## src/rtl/flex_pattern_filter.sv

```systemverilog
module flex_pattern_filter #(
  parameter int NPOS  = 128,
  parameter int DW    = 8,
  parameter int NFLT  = 2,
  parameter int AW    = 10,
  parameter int CW    = 32,
  parameter int TBASE = 256
) (
  input  logic            clk,
  input  logic            rst_n,
  input  logic            cfg_we,
  input  logic [AW-1:0]   cfg_addr,
  input  logic [CW-1:0]   cfg_wdata,
  input  logic            in_valid,
  input  logic            in_sop,
  input  logic            in_eop,
  input  logic [DW-1:0]   in_data,
  output logic            match_valid,
  output logic [NFLT-1:0] match
);
  localparam int PW     = $clog2(NPOS);
  localparam int MWORDS = NPOS / CW;
  localparam int RW     = NFLT * DW;

  logic [RW-1:0]                tbl [NPOS];
  logic [NFLT-1:0][NPOS-1:0]    mask_q;
  logic [PW-1:0]                pos_q;
  logic                         busy_q, done_q;
  logic [NFLT-1:0]              fail_q;

  logic [NFLT-1:0] fail_n, ok_n;
  logic [PW-1:0]   idx;
  logic [PW:0]     shamt;
  logic [RW-1:0]   row;
  logic            take, last, tbl_hit;
  logic [AW-1:0]   tbl_off;

  assign tbl_off = cfg_addr - AW'(TBASE);
  assign tbl_hit = cfg_we && (cfg_addr >= AW'(TBASE)) &&
                   (cfg_addr < AW'(TBASE + 2*NPOS)) && !cfg_addr[0];

  always_ff @(posedge clk)
    if (tbl_hit) tbl[tbl_off[PW:1]] <= cfg_wdata[RW-1:0];

  always_ff @(posedge clk) begin
    if (!rst_n) mask_q <= '0;
    else if (cfg_we)
      for (int f = 0; f < NFLT; f++)
        for (int w = 0; w < MWORDS; w++)
          if (cfg_addr == AW'(f*MWORDS + w)) mask_q[f][w*CW +: CW] <= cfg_wdata;
  end

  assign take  = in_valid && (in_sop || (busy_q && !done_q));
  assign idx   = in_sop ? '0 : pos_q;
  assign shamt = {1'b0, idx} + (PW+1)'(1);
  assign row   = tbl[idx];
  assign last  = in_eop || (idx == PW'(NPOS-1));

  for (genvar f = 0; f < NFLT; f++) begin : g_flt
    assign fail_n[f] = (in_sop ? 1'b0 : fail_q[f]) |
                       (mask_q[f][idx] && (row[f*DW +: DW] != in_data));
    assign ok_n[f]   = !fail_n[f] && (|mask_q[f]) && ((mask_q[f] >> shamt) == '0);
  end

  always_ff @(posedge clk) begin
    if (!rst_n) begin
      pos_q       <= '0;
      busy_q      <= 1'b0;
      done_q      <= 1'b0;
      fail_q      <= '0;
      match_valid <= 1'b0;
      match       <= '0;
    end else begin
      match_valid <= 1'b0;
      match       <= '0;
      if (take) begin
        pos_q  <= idx + PW'(1);
        fail_q <= fail_n;
        busy_q <= !in_eop;
        done_q <= last;
        if (last) begin
          match_valid <= 1'b1;
          match       <= ok_n;
        end
      end else if (in_valid && in_eop) begin
        busy_q <= 1'b0;
      end
    end
  end
endmodule

```

## config.mk

```make
export PLATFORM = sky130hd
export DESIGN_NAME = flex_pattern_filter
export DESIGN_NICKNAME = d
export VERILOG_FILES = /design/src/rtl/flex_pattern_filter.sv
export SDC_FILE = /design/constraint.sdc
export NUM_CORES = 2
export LEC_CHECK = 0
export CAP_MARGIN = 40
export CORE_AREA = 8 8 417 419
export CTS_CLUSTER_SIZE = 30
export DETAILED_ROUTE_END_ITERATION = 10
export DIE_AREA = 0 0 425 427
export DONT_BUFFER_PORTS = 1
export GPL_ROUTABILITY_DRIVEN = 1
export PLACE_DENSITY = 0.8
export SYNTH_ARGS = -nofsm -noshare
export SYNTH_HDL_FRONTEND = slang
export SYNTH_SLANG_ARGS = --single-unit
```

## constraint.sdc

```tcl
create_clock -name clk -period 4.4 [get_ports clk]
set_clock_uncertainty 0.05 [all_clocks]
set_input_delay 0.88 -clock clk [delete_from_list [all_inputs] [get_ports clk]]
set_output_delay 0.88 -clock clk [all_outputs]
set_load 0.02 [all_outputs]
```

Yosys cells after proc, flatten, opt, wreduce, memory -nomap -nowiden
Memories as Yosys holds them, arrays and structs flattened.
Cells that the tools add are included.
{"block": "classes", "add_sub_neg": 3, "mux": 12, "shift": 2, "n_lt_le_gt_ge": 3, "eq_ne": 10, "bitwise": 2, "n_reduce_logical": 35}
{"operator": "zero test 128 bit", "n": 2}
{"operator": "OR reduction 128 bit", "n": 2}
{"operator": "right shift 128 x 8 -> 128 bit", "n": 2}
{"operator": "equality test 10 x 3 -> 1 bit (second input constant)", "n": 4}
{"operator": "equality test 10 x 2 -> 1 bit (second input constant)", "n": 2}
{"operator": "AND reduction 2 bit", "n": 9}
{"operator": "!= test 8 bit", "n": 2}
{"operator": "binary-select mux 1 bit (select 7 bit)", "n": 2}
{"operator": "logical AND 1 bit", "n": 12}
{"operator": "equality test 10 x 1 -> 1 bit (second input constant)", "n": 1}
{"operator": ">= comparator 10 x 9 -> 1 bit (second input constant)", "n": 1}
{"operator": "zero test 10 bit", "n": 1}
{"operator": "< comparator 10 bit (second input constant)", "n": 1}
{"operator": "two-way mux 1 bit", "n": 9}
{"operator": "adder 7 x 1 -> 8 bit (second input constant)", "n": 1}
{"operator": "< comparator 7 x 8 -> 1 bit (second input constant)", "n": 1}
{"operator": "subtractor 8 x 1 -> 8 bit (second input constant)", "n": 1}
{"operator": "adder 7 x 1 -> 7 bit (second input constant)", "n": 1}
{"operator": "equality test 7 bit (second input constant)", "n": 1}
{"operator": "two-way mux 7 bit", "n": 1}
{"operator": "zero test 1 bit", "n": 5}
{"operator": "AND reduction 3 bit", "n": 1}
{"operator": "logical OR 1 bit", "n": 2}
{"operator": "bitwise OR 1 bit", "n": 2}
{"operator": "nonzero test 2 bit", "n": 1}
{"block": "word_totals", "memories": 1, "mem_bits_rw": 2048, "output_inout_bits": 3, "reg_bits": 270}
{"name": "tbl", "depth": 128, "width": 16, "rd": 1, "rd_ports_with_merged_regs": 0, "wr": 1, "line_no": "25", "rtl": "logic [RW-1:0] tbl [NPOS];"}

Longest topological paths before layout
{"block": "logic_depth", "depth_word": 8, "mapped_depth": 19, "depth_no_buf": 11}

Worst setup path before layout
No wires, ideal clock.
{"block": "synth_path", "kind": "input to register", "from": "input in_sop", "to": "register match[1]", "path_stages": 15, "required_time_ns": 4.247, "t_arrival_ns": 3.617, "path_slack_ns": 0.629, "path_buffers": 5, "path_cell_list": "buf_6 buf_6 inv_2 buf_2 buf_1 clkbuf_1 mux2i_1 o211ai_1 o32ai_1 a31oi_1 a2111oi_0 o211ai_1 nor2_1 o211ai_1 a2111oi_2"}
{"block": "synth_via", "elab_chain_cells": 8, "word_cells_on_any_way": 19}
{"item": "from (decl)", "line_no": "15", "rtl": "input logic in_sop,"}
{"item": "branches (longest 8 deep; another with adder 7 x 1 -> 8 bit)"}
{"item": "to (signal assigned)", "line_no": "83", "rtl": "match <= ok_n;"}
{"item": "to (decl)", "line_no": "19", "rtl": "output logic [NFLT-1:0] match"}
Parallel ways; which one is timed is not known. The select of a mux whose other input is x is not followed.
A chain may end at the register's enable or synchronous reset.

Final worst setup path
{"block": "layout_path", "from": "register pos_q[3]", "to": "register fail_q[1]"}
{"block": "layout_via", "elab_chain_cells": 5, "word_cells_on_any_way": 7}
{"item": "from (decl)", "line_no": "27", "rtl": "logic [PW-1:0] pos_q;"}
{"item": "from (signal assigned)", "line_no": "77", "rtl": "pos_q <= idx + PW'(1);"}
{"item": "two-way mux 7 bit *", "line_no": "54", "rtl": "assign idx = in_sop ? '0 : pos_q;"}
{"item": "memory read (128 x 16 bit) / binary-select mux 1 bit (select 7 bit) (equally long branches)"}
{"item": "!= test 8 bit / two-way mux 1 bit (equally long branches)", "line_no": "61", "rtl": "(mask_q[f][idx] && (row[f*DW +: DW] != in_data));"}
{"item": "logical AND 1 bit *", "line_no": "61"}
{"item": "bitwise OR 1 bit *", "line_no": "60", "rtl": "assign fail_n[f] = (in_sop ? 1'b0 : fail_q[f]) |"}
{"item": "to (signal assigned)", "line_no": "78", "rtl": "fail_q <= fail_n;"}
{"item": "to (decl)", "line_no": "29", "rtl": "logic [NFLT-1:0] fail_q;"}
Every way passes the cells marked *; elsewhere a longest branch is shown, timed or not. The select of a mux whose other input is x is not followed.

==> run summary <==
Largest net degree at the start of global routing - 210
#FFs+latches synth - 2318
Sequential share of power - 0.527
Failing checks - negative setup slack
Worst r2r src - pos_q[3]
Top_reg_cell synth - edfxtp_1
Clock sinks - 2318
CP arrival - 5.10 ns
Clk pwr share - 0.418
Unrepaired setup endpoints after global routing - no
CTS tree - done
Sequential-to-total area share from yosys stat - 0.6290
Max VDD drop - 404.2 uV
CTS Buffer Depth - 3
Average cell area after synthesis - 12.19 um2
Core area - 167800 um2
Mapped Area - 106400 um2
Die area - 181500 um2
Worst-path clk slew - 0.06 ns
Vias in the first global route - 80590
Hold Path Depth - 0
I/O Pins - 59
GP Congestion - 1.015
Via count - 84030
Detailed Route WL - 388900 um
Ys async rst share - 0
Post-Place Cells - 11160
Setup crit end kind - register
Setup violations, final - 2
Root Buffer - clkbuf_16
Final WS setup - -0.05482 ns
Detailed Place HPWL - 241600 um
Maximum fanout along the worst path - 11
Hold_ws - 0.05492 ns
Post-route DRC violation count - 0
Slew Viols, Final - 0
Total CTS buffers - 221
Die Ht - 427 um
Die X-Extent - 425 um
Vias per cell - 7.241
Logic pwr share - 0.055
PortBufs - 0
Min Tclk post-route - 4.455 ns
Global-route wire length before repair - 554500 um
Distinct cells, synth - 97
End of the worst hold path - tbl[127][8]
Status - finished with violations
Leakage Power - 0.04004 uW
FILL cells - 10710
Post-synth EDFFs - 2048
Clock latency on the worst-skew pair - 0.90 ns
Syn_nets - 8781
Final layout net count - 9236
TritonRoute pass-1 iters - 6
Sum of negative setup slack - -0.07386 ns
Synthesis-to-finish area growth - 14.59%
Switching pwr - 9873 uW
DRT iter0 DRCs - 14700
R2R Path End - fail_q[1]
Slew HR - 0.3428
Gr usage total - 0.4164
Design Power - 45360 uW
Max-cap viol count - 0
R2R depth - 15
HP Class - in -> reg
Syn. warnings - 0
Crit share post-route - 1.012
Mapped Cells - 8725
Internal power - 35490 uW
WS Path Type - reg -> reg
Critical Path Source Type - register
Cell row count - 151
Tightest Pin Transition - 0.9791 ns
Total gr overflow - 0
Routed Antenna Nets - 0
WL/cell - 33.52 um
Initial Utilization - 0.6340
Post-layout instance count excluding filler cells - 11600
Pwr dens - 372.1 nW/um2
CTS H-tree depth - 4
Sw Share - 0.2177
Final Hold Fails - 0
Reg2Reg Setup Slack - -0.05 ns
Hold path start - cfg_wdata[8]
Fmax - 224.5 MHz
Share of cells above drive strength 1 - 0.1732
Req. time, crit path - 5.04 ns
Initial antenna violation count - 21
==> through the flow <==
step | util | setup WS [ns] | cell area (um2)
6_report | 0.7265 | -0.05482 | 121900
3_3_place_gp | 0.6827 | -0.4005 | 114500
3_5_place_dp | 0.6828 | -0.3160 | 114600
2_1_floorplan | - | 0.6294 | 106400
5_1_grt | 0.7263 | 0.007668 | 121900
4_1_cts | 0.7255 | 0.007398 | 121700
==> critical path: stages, from the launching register on <==
cell and delay [ns]:
dfxtp_1 0.80, nand2b_4 0.15, buf_4 0.24, buf_4 0.21
nor2_1 0.64, nand3_1 0.17, nand3_1 0.19, a21oi_1 0.07
buf_4 0.16, o31a_1 0.38, a31oi_1 0.22, xor2_1 0.22
a41o_1 0.40, buf_4 0.17, a2bb2oi_1 0.15, nor2_1 0.06
==> cell usage after synthesis (117+ instances only) <==
master,n,area [um2]
o21ai_0,232,1161
mux2_2,127,1430
a211oi_1,152,1141
dfxtp_1,270,5405
edfxtp_1,2048,61500
clkbuf_1,314,1179
nand3_1,317,1587
nand2_1,1503,5642
buf_2,248,1241
o22ai_1,146,913.4
nor2_1,379,1423
mux2i_1,592,5926
a22oi_1,193,1449
a21oi_1,474,2372
a31oi_1,117,732.0
==> registers in the layout (all words and copies together) (netlist names) <==
| signal | flops |
|---|---|
| tbl | 2048 |
| mask_q | 256 |
| pos_q | 7 |
| fail_q | 2 |
| match | 2 |
| busy_q | 1 |
| done_q | 1 |
| match_valid | 1 |
==> layer usage <==
metal / track usage / wire (um)
met5: 0 / 85
met4: 0.2659 / 30470
met3: 0.1107 / 51840
met2: 0.6250 / 170400
met1: 0.5409 / 136100
==> final cells by class <==
cell class                 instances  area (um2)  area share
tap                             2218        2775     0.02277
inverter                          32       132.6    0.001088
clock inverter                   114        1099    0.009013
clock buffer                     298        6013     0.04933
multi-input combinational       5597       35680      0.2927
sequential                      2318       66920      0.5490
timing repair buffer            1010        9231     0.07573
antenna                           17       42.54   0.0003490
==> logic make-up (layout without fill, tap and decap cells) <==
logic type | after synthesis | after routing | synth area share
and+or+nand+nor | 2854 | 2854 | 0.1217
muxes | 812 | 812 | 0.08885
xor gates and xnor gates | 16 | 16 | 0.001317
DFF | 2318 | 2318 | 0.6290
buffers and inverters | 810 | 1454 | 0.03750
AOI/OAI and AO/OA | 1915 | 1915 | 0.1216
other | 0 | 17 | 0
==> power by group through the flow <==
stage	Clock [uW]	Combinational (uW)	Sequential (uW)
floorplan	0	1570	24400
global placement	0	2350	24400
detailed placement	0	2380	24400
CTS	18900	2400	23900
global route	19700	2600	23900
finish	18900	2490	23900
==> timing repair <==
item	in CTS	in global routing
setup endpoints to repair	4	4
setup buffers	3	8
endpoints found under the hold margin	0	0
hold buffers	0	0
resized for setup	5	10
==> how the worst max path moves through the flow <==
stage	from	cells after the start	slack, ns	to
floorplan	in_sop	15	0.63	match[1]
global placement	in_sop	15	-0.40	match[0]
detailed placement	in_sop	16	-0.32	fail_q[1]
CTS	pos_q[1]	16	0.007	fail_q[1]
global route	pos_q[0]	17	0.008	fail_q[1]
finish	pos_q[3]	15	-0.05	fail_q[1]
==> layout by cell type (no fill, tap or decap), types with 34 or more instances in the layout <==
cell type,instances
edfxtp_1,2048
nand2_1,1502
buf_4,876
mux2i_1,591
a21oi_1,473
nor2_1,366
nand3_1,317
dfxtp_1,266
o21ai_0,232
clkbuf_16,224
a22oi_1,193
a211oi_1,151
o22ai_1,146
buf_12,130
mux2_2,127
a31oi_1,117
nor4_1,113
nor2b_1,106
nor3_1,96
mux4_2,93
nand4_1,85
o211ai_1,72
nor3b_1,64
clkbuf_1,61
a311oi_1,60
o221ai_1,50
a221oi_1,42
a2bb2oi_1,41
clkinv_1,41
clkinv_2,38
o2111ai_1,35
a2111oi_0,34
No activity file was read; power rests on OpenSTA's default activity.
